<file path="src/rtl/canrx_pkg.sv">
// Shared constants and types of the CAN receive drain bridge.
// Assumes a controller whose receive buffer starts at offset 16, whose status
// register sits at offset 2 (bit 0 = message waiting) and whose command
// register at offset 1 releases the buffer when bit 2 is written as 1.
package canrx_pkg;

    localparam int RX_BASE    = 16;
    localparam int STAT_OFS   = 2;
    localparam int CMD_OFS    = 1;
    localparam int RBS_BIT    = 0;
    localparam logic [7:0] REL_CMD = 8'h04;
    localparam int FF_BIT     = 7;
    localparam int MAX_DATA   = 8;
    localparam int STD_ID_B   = 2;
    localparam int EXT_ID_B   = 4;
    localparam int LEN_W      = 4;

    // configuration byte bit positions
    localparam int CFG_EN     = 0;
    localparam int CFG_EMPTY  = 4;
    localparam int CFG_HALF   = 5;
    localparam int CFG_CIRQ   = 6;
    localparam int CFG_AIRQ   = 7;

    typedef enum logic [2:0] {
        ENG_IDLE,
        ENG_HOST,
        ENG_STAT,
        ENG_INFO,
        ENG_FIT,
        ENG_DATA
    } eng_state_t;

    // Total bytes of a received message: info byte, identifier bytes, data.
    function automatic logic [LEN_W-1:0] frame_bytes(input logic ext, input logic [3:0] dlc);
        logic [LEN_W-1:0] dbytes;
        logic [LEN_W-1:0] idb;
        dbytes = (dlc > 4'(MAX_DATA)) ? LEN_W'(MAX_DATA) : dlc;
        idb    = ext ? LEN_W'(EXT_ID_B) : LEN_W'(STD_ID_B);
        return LEN_W'(1) + idb + dbytes;
    endfunction

endpackage

</file>
<file path="src/rtl/canrx_fifo.sv">
// Byte FIFO that holds drained messages.
// Assumes DEPTH is a power of two; push and pop may occur in the same cycle.
// Callers never push while full or pop while empty.
module canrx_fifo #(
    parameter int DW    = 8,
    parameter int DEPTH = 32,
    localparam int AW   = $clog2(DEPTH),
    localparam int CW   = AW + 1
) (
    input  logic          clk,
    input  logic          rst_n,
    input  logic          push,
    input  logic [DW-1:0] push_data,
    input  logic          pop,
    output logic [DW-1:0] head,
    output logic [CW-1:0] count,
    output logic [CW-1:0] free
);

    logic [DW-1:0] mem [DEPTH];
    logic [AW-1:0] wptr;
    logic [AW-1:0] rptr;

    // storage write on push
    always_ff @(posedge clk) begin
        if (push) mem[wptr] <= push_data;
    end

    // pointer and fill count bookkeeping
    always_ff @(posedge clk) begin
        if (!rst_n) begin
            wptr  <= '0;
            rptr  <= '0;
            count <= '0;
        end else begin
            if (push) wptr <= wptr + AW'(1);
            if (pop)  rptr <= rptr + AW'(1);
            count <= count + CW'(push) - CW'(pop);
        end
    end

    assign head = mem[rptr];
    assign free = CW'(DEPTH) - count;

endmodule

</file>
<file path="src/rtl/canrx_dma_engine.sv">
// Controller bus owner: issues host pass-through accesses and runs the
// receive drain sequence (status poll, info read, fit wait, byte copy,
// release write). Host accesses are taken only in the idle state, so a
// transfer is never interrupted. Assumes controller read data arrives
// exactly one cycle after a read strobe.
module canrx_dma_engine
    import canrx_pkg::*;
#(
    parameter int ADDR_W = 8,
    parameter int CW     = 6
) (
    input  logic              clk,
    input  logic              rst_n,
    input  logic              dma_en,
    input  logic              irq_act,
    input  logic              host_req,
    input  logic              host_we,
    input  logic [ADDR_W-1:0] host_addr,
    input  logic [7:0]        host_wdata,
    input  logic [7:0]        ctl_rdata,
    input  logic [CW-1:0]     fifo_free,
    output logic              ctl_en,
    output logic              ctl_we,
    output logic [ADDR_W-1:0] ctl_addr,
    output logic [7:0]        ctl_wdata,
    output logic              fifo_push,
    output logic [7:0]        fifo_data,
    output logic              host_done,
    output logic              idle
);

    eng_state_t       state;
    eng_state_t       nxt;
    logic [7:0]       info_q;
    logic [LEN_W-1:0] len_q;
    logic [LEN_W-1:0] idx_q;

    // next state and controller bus / FIFO strobes
    always_comb begin
        nxt       = state;
        ctl_en    = 1'b0;
        ctl_we    = 1'b0;
        ctl_addr  = '0;
        ctl_wdata = '0;
        fifo_push = 1'b0;
        fifo_data = '0;
        host_done = 1'b0;
        case (state)
            ENG_IDLE: begin
                if (host_req) begin
                    ctl_en    = 1'b1;
                    ctl_we    = host_we;
                    ctl_addr  = host_addr;
                    ctl_wdata = host_wdata;
                    nxt       = ENG_HOST;
                end else if (dma_en && irq_act) begin
                    ctl_en   = 1'b1;
                    ctl_addr = ADDR_W'(STAT_OFS);
                    nxt      = ENG_STAT;
                end
            end
            ENG_HOST: begin
                host_done = 1'b1;
                nxt       = ENG_IDLE;
            end
            ENG_STAT: begin
                if (ctl_rdata[RBS_BIT]) begin
                    ctl_en   = 1'b1;
                    ctl_addr = ADDR_W'(RX_BASE);
                    nxt      = ENG_INFO;
                end else begin
                    nxt = ENG_IDLE;
                end
            end
            ENG_INFO: begin
                nxt = ENG_FIT;
            end
            ENG_FIT: begin
                if (fifo_free >= CW'(len_q)) begin
                    fifo_push = 1'b1;
                    fifo_data = info_q;
                    ctl_en    = 1'b1;
                    ctl_addr  = ADDR_W'(RX_BASE + 1);
                    nxt       = ENG_DATA;
                end
            end
            ENG_DATA: begin
                fifo_push = 1'b1;
                fifo_data = ctl_rdata;
                ctl_en    = 1'b1;
                if (idx_q == len_q - LEN_W'(1)) begin
                    ctl_we    = 1'b1;
                    ctl_addr  = ADDR_W'(CMD_OFS);
                    ctl_wdata = REL_CMD;
                    nxt       = ENG_IDLE;
                end else begin
                    ctl_addr = ADDR_W'(RX_BASE) + ADDR_W'(idx_q) + ADDR_W'(1);
                end
            end
            default: nxt = ENG_IDLE;
        endcase
    end

    // state register and message bookkeeping
    always_ff @(posedge clk) begin
        if (!rst_n) begin
            state  <= ENG_IDLE;
            info_q <= '0;
            len_q  <= '0;
            idx_q  <= '0;
        end else begin
            state <= nxt;
            if (state == ENG_INFO) begin
                info_q <= ctl_rdata;
                len_q  <= frame_bytes(ctl_rdata[FF_BIT], ctl_rdata[3:0]);
            end
            if (state == ENG_FIT)  idx_q <= LEN_W'(1);
            if (state == ENG_DATA) idx_q <= idx_q + LEN_W'(1);
        end
    end

    assign idle = (state == ENG_IDLE);

endmodule

</file>
<file path="src/rtl/canrx_host_port.sv">
// Host side decode: serves the FIFO data port and configuration byte
// locally, forwards every other offset to the engine, and returns the single
// acknowledge pulse. Assumes the host holds a request until acknowledged and
// drops or changes it while the acknowledge is high.
module canrx_host_port
    import canrx_pkg::*;
#(
    parameter int ADDR_W = 8,
    parameter int DEPTH  = 32,
    parameter int CW     = 6
) (
    input  logic              clk,
    input  logic              rst_n,
    input  logic              hst_req,
    input  logic              hst_we,
    input  logic [ADDR_W-1:0] hst_addr,
    input  logic              cfg_wbit,
    output logic              hst_ack,
    output logic [7:0]        hst_rdata,
    output logic              ctl_req,
    input  logic              eng_done,
    input  logic [7:0]        ctl_rdata,
    input  logic [7:0]        fifo_head,
    input  logic [CW-1:0]     fifo_count,
    output logic              fifo_pop,
    output logic              dma_en,
    input  logic              ctl_irq_act,
    input  logic              any_irq_act
);

    localparam logic [ADDR_W-1:0] PORT_ADDR = ADDR_W'((1 << ADDR_W) - 2);
    localparam logic [ADDR_W-1:0] CFG_ADDR  = ADDR_W'((1 << ADDR_W) - 1);

    logic       live;
    logic       is_port;
    logic       is_cfg;
    logic       fifo_empty;
    logic       fifo_half;
    logic [7:0] status;

    // request decode and local status byte
    always_comb begin
        live       = hst_req && !hst_ack;
        is_port    = (hst_addr == PORT_ADDR);
        is_cfg     = (hst_addr == CFG_ADDR);
        ctl_req    = live && !is_port && !is_cfg;
        fifo_empty = (fifo_count == '0);
        fifo_half  = (fifo_count >= CW'(DEPTH / 2));
        fifo_pop   = live && is_port && !hst_we && !fifo_empty;
        status            = '0;
        status[CFG_EN]    = dma_en;
        status[CFG_EMPTY] = fifo_empty;
        status[CFG_HALF]  = fifo_half;
        status[CFG_CIRQ]  = ctl_irq_act;
        status[CFG_AIRQ]  = any_irq_act;
    end

    // acknowledge, read data and drain enable registers
    always_ff @(posedge clk) begin
        if (!rst_n) begin
            hst_ack   <= 1'b0;
            hst_rdata <= '0;
            dma_en    <= 1'b0;
        end else begin
            hst_ack <= (live && (is_port || is_cfg)) || eng_done;
            if (eng_done) begin
                hst_rdata <= ctl_rdata;
            end else if (live && !hst_we && is_port) begin
                hst_rdata <= fifo_empty ? 8'h00 : fifo_head;
            end else if (live && !hst_we && is_cfg) begin
                hst_rdata <= status;
            end
            if (live && hst_we && is_cfg) dma_en <= cfg_wbit;
        end
    end

endmodule

</file>
<file path="src/rtl/canrx_dma_bridge.sv">
// Top of one CAN receive drain channel: host decode, controller bus engine,
// receive FIFO and interrupt merge. Assumes the channel select has already
// been decoded by the system and that peer interrupts come from the other
// channels of the group.
module canrx_dma_bridge
    import canrx_pkg::*;
#(
    parameter int ADDR_W     = 8,
    parameter int FIFO_DEPTH = 32,
    parameter int PEERS      = 7,
    localparam int CW        = $clog2(FIFO_DEPTH) + 1
) (
    input  logic              clk,
    input  logic              rst_n,
    input  logic              hst_req,
    input  logic              hst_we,
    input  logic [ADDR_W-1:0] hst_addr,
    input  logic [7:0]        hst_wdata,
    output logic              hst_ack,
    output logic [7:0]        hst_rdata,
    output logic              host_irq_n,
    output logic              ctl_en,
    output logic              ctl_we,
    output logic [ADDR_W-1:0] ctl_addr,
    output logic [7:0]        ctl_wdata,
    input  logic [7:0]        ctl_rdata,
    input  logic              ctl_irq_n,
    input  logic [PEERS-1:0]  peer_irq_n
);

    logic          host_ctl_req;
    logic          eng_done;
    logic          eng_idle;
    logic          dma_en;
    logic          fifo_push;
    logic          fifo_pop;
    logic [7:0]    fifo_wdata;
    logic [7:0]    fifo_head;
    logic [CW-1:0] fifo_count;
    logic [CW-1:0] fifo_free;
    logic          ctl_irq_act;
    logic          any_irq_act;

    // interrupt merge of this controller and its peers
    always_comb begin
        ctl_irq_act = !ctl_irq_n;
        any_irq_act = ctl_irq_act || !(&peer_irq_n);
        host_irq_n  = !any_irq_act;
    end

    canrx_host_port #(
        .ADDR_W(ADDR_W),
        .DEPTH (FIFO_DEPTH),
        .CW    (CW)
    ) u_host (
        .clk        (clk),
        .rst_n      (rst_n),
        .hst_req    (hst_req),
        .hst_we     (hst_we),
        .hst_addr   (hst_addr),
        .cfg_wbit   (hst_wdata[CFG_EN]),
        .hst_ack    (hst_ack),
        .hst_rdata  (hst_rdata),
        .ctl_req    (host_ctl_req),
        .eng_done   (eng_done),
        .ctl_rdata  (ctl_rdata),
        .fifo_head  (fifo_head),
        .fifo_count (fifo_count),
        .fifo_pop   (fifo_pop),
        .dma_en     (dma_en),
        .ctl_irq_act(ctl_irq_act),
        .any_irq_act(any_irq_act)
    );

    canrx_dma_engine #(
        .ADDR_W(ADDR_W),
        .CW    (CW)
    ) u_eng (
        .clk       (clk),
        .rst_n     (rst_n),
        .dma_en    (dma_en),
        .irq_act   (ctl_irq_act),
        .host_req  (host_ctl_req),
        .host_we   (hst_we),
        .host_addr (hst_addr),
        .host_wdata(hst_wdata),
        .ctl_rdata (ctl_rdata),
        .fifo_free (fifo_free),
        .ctl_en    (ctl_en),
        .ctl_we    (ctl_we),
        .ctl_addr  (ctl_addr),
        .ctl_wdata (ctl_wdata),
        .fifo_push (fifo_push),
        .fifo_data (fifo_wdata),
        .host_done (eng_done),
        .idle      (eng_idle)
    );

    canrx_fifo #(
        .DW   (8),
        .DEPTH(FIFO_DEPTH)
    ) u_fifo (
        .clk      (clk),
        .rst_n    (rst_n),
        .push     (fifo_push),
        .push_data(fifo_wdata),
        .pop      (fifo_pop),
        .head     (fifo_head),
        .count    (fifo_count),
        .free     (fifo_free)
    );

endmodule

</file>
<file path="config.mk">
export PLATFORM = sky130hd
export DESIGN_NAME = canrx_dma_bridge
export DESIGN_NICKNAME = d
export VERILOG_FILES = /design/src/rtl/canrx_pkg.sv /design/src/rtl/canrx_fifo.sv /design/src/rtl/canrx_dma_engine.sv /design/src/rtl/canrx_host_port.sv /design/src/rtl/canrx_dma_bridge.sv
export SDC_FILE = /design/constraint.sdc
export NUM_CORES = 1
export LEC_CHECK = 0
export ABC_AREA = 1
export BUFFER_PORTS_ARGS = -buffer_cell sky130_fd_sc_hd__clkbuf_2
export CORE_UTILIZATION = 56
export DETAILED_ROUTE_END_ITERATION = 10
export PLACE_DENSITY = 0.79
export SLEW_MARGIN = 0
export SYNTH_ARGS = -nofsm -noshare
export SYNTH_HDL_FRONTEND = slang
export SYNTH_HIERARCHICAL = 1
export SYNTH_SLANG_ARGS = --single-unit
</file>
<file path="constraint.sdc">
create_clock -name clk -period 3.1 [get_ports clk]
set_input_delay 0.155 -clock clk [delete_from_list [all_inputs] [get_ports clk]]
set_output_delay 0.155 -clock clk [all_outputs]
set_load 0.01 [all_outputs]
</file>
==> summary.txt <==
Outcome
  – Outcome: finished clean

Synthesis
  – Yosys warning count: 6
  – Register area share after synthesis: between 60% and 70%
  – Leading post-synthesis cells by cell area: edfxtp_1 (55%), nand2_1 (13%), nand3_1 (8.2%), dfxtp_1 (7.2%), nor2_1 (2.4%)
  – Post-synth net total: 1462
  – Yosys reg bits: just over 300
  – Syn Inst Count: 1401
  – Netlist cell types: 41
  – Syn Area/Cell: 9.92 sq um
  – Number of flops mapped to enable cells by yosys: between 200 and 300
  – Most common flop cell mapped by yosys: edfxtp_1
  – Ys async rst share: 0%
  – Netlist Area Pre-Place: approximately 14000 sq um
  – Largest area contributor in the netlist: edfxtp_1
  – Area share of the largest cell type after synthesis: between 50% and 60%

Hold path
  – Min-Delay Path Class: in -> reg
  – Hold Crit Depth: 5

Clocking
  – Skew-Pair Late Insertion Delay: 580 ps
  – CTS sink cnt: around 300
  – Clock Path Buffers: 3
  – Clock transition at path regs: around 60 ps
  – # H-tree levels: 1
  – Num CTS Buffers: 30
  – CTS tree: built
  – Root Driver: clkbuf_16

Placement
  – Final HPWL DP: just over 20000 microns
  – Placed Instances: roughly 1800
  – Gpl congestion: just over 0.9
  – IO Port Bufs: between 60 and 70

Floorplanning
  – Core area: 24300 sq um
  – Die area: 25500 sq um
  – Num rows: 57
  – Initial Util: 57.2%
  – Top-level port count: 64
  – Die width: 160 microns
  – Die H: 160 microns

Pwr
  – Pwr/cell area: 654 nW/um^2
  – P_leak: 6.34 nW
  – Peak supply drop: roughly 0.63 mV
  – Final Power: a little over 0.01 W

Route
  – WL per Instance: between 15 and 20 microns
  – Pre-Repair DR Iteration Count: 6
  – Post-DRT Antenna Nets: 0
  – DR iter-0 viols: 1309
  – DRC violations left: 0
  – Vias: 10500
  – Final wirelength: 33200 microns
  – Vias per inst: roughly 5.6

STA
  – Final Setup Violations: 0
  – RSZ-0062 raised after global routing: yes
  – Slew Limit Fails: 0
  – Max Clock Skew: 29.2 ps
  – Worst-margin pin slew: 749 ps
  – Hold Vio Cnt, Final: 0
  – Highest Clock Rate: roughly 340 MHz
  – Slew HR: about half
  – Clock period minus final worst setup slack: around 3000 ps
  – Fin crit share: a little over nine tenths

Setup path
  – CP peak stage delay: 320 ps
  – Critical-path cell list: inv_2, ha_2, nand2_1, xor2_1, ha_1, nand2_2, nor3_2, o21ai_1, nand3_1, nand2_2, nand2_4, buf_12, buf_4, nand2_2, buf_4, nor2_1, buf_4
  – Crit Path Category: reg -> reg
  – Reg2reg path depth: 17
  – Critical-path top delay cell: dfxtp_1
  – CP startpoint kind: register
  – WP buf/inv: 5
  – Worst Path Max Fanout: 8
  – Worst Path Required: 3390 ps
  – Crit path DAT: approximately 3300 ps
  – Delay-heaviest family, CP: simple AND/OR/NAND/NOR gates
  – Worst setup EP type: register
  – Worst path depth: 17

Global route
  – Largest net degree at the start of global routing: approximately 130
  – Initial antenna violation count: 0
  – First-pass GRT wire length: 51200 microns
  – Met2 usage: approximately 43%
  – GR peak layer: met2
  – Met1 GRT Util: between 30% and 40%
  – Congestion Overflow GR: 0
  – Vias in the first global route: 9888
  – Met3 Use GR: under 10%
  – Global-route usage over all layers: 25.8%

Cells and area
  – Fin util: roughly 65%
  – Share of layout cells above drive strength 1: between 10% and 20%
  – Area Growth Syn to Fin: 14.2%
  – Layout fillers: between 1500 and 2000
  – ANT cells: 0
  – Final #Nets: ~1600
  – Post-Layout Cell Count: ~1900

Job
  – Max-Cap Viols: 0
==> where the power goes <==
| part | internal, W | switching, W | leakage [nW] |
|---|---|---|---|
| registers | 0.00464 | 0.000112 | 2.68 |
| clock network | 0.00193 | 0.00148 | 0.437 |
| logic | 0.000793 | 0.00143 | 3.22 |
| total | 0.00736 | 0.00302 | 6.34 |
==> path summary, 6_finish.rpt <==
path,startpoint,endpoint,slack (ps)
worst max-delay path,u_fifo/count[1]$_SDFF_PN0_,u_fifo/mem[28][7]$_DFFE_PP_,140
worst min-delay path,hst_req,u_host/hst_ack$_SDFF_PN0_,30
worst max register to register,u_fifo/count[1]$_SDFF_PN0_,u_fifo/mem[28][7]$_DFFE_PP_,140
worst min register to register,u_eng/info_q[0]$_SDFFE_PN0N_,u_eng/info_q[0]$_SDFFE_PN0N_,500
==> synthesized netlist by cell type (2+ instances only) <==
cell type    n
nand2_1    475
edfxtp_1   256
nand3_1    228
nor2_1      90
inv_1       68
dfxtp_1     50
o21ai_0     32
a21oi_1     28
buf_6       24
ha_1        23
buf_2       18
nand4_1     15
clkbuf_1    12
inv_2       11
buf_4        8
nor3_1       6
a21oi_2      5
clkinv_1     5
o21ai_1      5
nand2_2      4
xnor2_1      4
a31oi_1      3
buf_1        3
nand3_2      3
xor2_1       3
a211oi_1     2
fa_1         2
nor2_2       2
nor2_4       2
nor2_8       2
nor3_4       2
==> cell usage in the layout, fill, tap and decap left out, types with 7 or more instances in the layout <==
| master | synthesis | final |
|---|---|---|
| buf_4 | 8 | 65 |
| nand2_1 | 475 | 468 |
| inv_2 | 11 | 13 |
| dfxtp_1 | 50 | 47 |
| nand3_1 | 228 | 228 |
| nor2_1 | 90 | 86 |
| edfxtp_1 | 256 | 256 |
| nand4_1 | 15 | 15 |
| clkinv_1 | 5 | 14 |
| inv_1 | 68 | 65 |
| o21ai_1 | 5 | 7 |
| clkbuf_16 | 0 | 30 |
| a21oi_1 | 28 | 28 |
| nand2_2 | 4 | 8 |
| o21ai_0 | 32 | 25 |
| clkbuf_2 | 1 | 63 |
| ha_1 | 23 | 21 |
| dlygate4sd3_1 | 0 | 11 |
==> final cells by class <==
class	count	area (sq um)	share of cell area, %
inverter	84	317	1.99
clock inverter	16	146	0.922
tap	324	405	2.55
sequential	306	8690	54.8
timing repair buffer	146	1040	6.54
clock buffer	35	769	4.85
multi-input combinational	945	4500	28.4
==> metrics by stage <==
step                setup TNS [ps]  setup WS (ps)  instance area (sq um)  hold WS (ps)
floorplan                        0           46.2                  13900           289
global placement                 0           51.7                  14700           425
detailed placement            -103          -72.1                  14700           445
CTS                              0           25.0                  15800          9.89
global route                 -1400          -82.8                  15900          71.3
finish                           0            138                  15900          33.7
==> registers in the layout, indices dropped and copies added, names as in the netlist, 3 cells and up, named ones only <==
name and count:
u_fifo/rptr 5, u_fifo/mem 256, u_fifo/count 6, u_host/hst_rdata 8
u_eng/idx_q 4, u_eng/info_q 8, u_fifo/wptr 5, u_eng/state 3
u_eng/len_q 4
==> worst reg2reg max path: stages, from the launching register on <==
cell	delay (ps)
dfxtp_1	320
inv_2	80
ha_2	180
nand2_1	60
xor2_1	150
ha_1	310
nand2_2	70
nor3_2	160
o21ai_1	110
nand3_1	140
nand2_2	100
nand2_4	120
buf_12	110
buf_4	100
nand2_2	180
buf_4	210
nor2_1	110
buf_4	180
==> repair_timing <==
| action | in CTS | in global routing |
|---|---|---|
| pin swaps | 0 | 4 |
| resized for setup | 3 | 23 |
| buffers inserted | 1 | 5 |
| hold endpoints to repair | 16 | 0 |
| endpoints found under the setup margin | 1 | 210 |
| cloned | 0 | 1 |
| hold buffers | 11 | 0 |
==> metal layers <==
| layer | wire length (microns) | share of wire, % | vias up |
|---|---|---|---|
| li1 | - | - | 4966 |
| met1 | 13100 | 40 | 4892 |
| met2 | 16200 | 49 | 490 |
| met3 | 2470 | 7.5 | 115 |
| met4 | 1420 | 4.3 | 0 |
| met5 | 0 | 0 | - |
==> kinds of logic (layout without fill, tap and decap cells) <==
| logic type | after synthesis | in the layout | synth area share, % |
|---|---|---|---|
| AND/OR/NAND/NOR | 833 | 833 | 25.8 |
| flip-flops | 306 | 306 | 62.5 |
| buffers and inverters | 150 | 281 | 5.73 |
| AO/OA/AOI/OAI | 80 | 80 | 3.18 |
| adder cells (fa/ha/maj) | 25 | 25 | 2.36 |
| XOR/XNOR | 7 | 7 | 0.441 |
No activity file was read; power rests on OpenSTA's default activity.
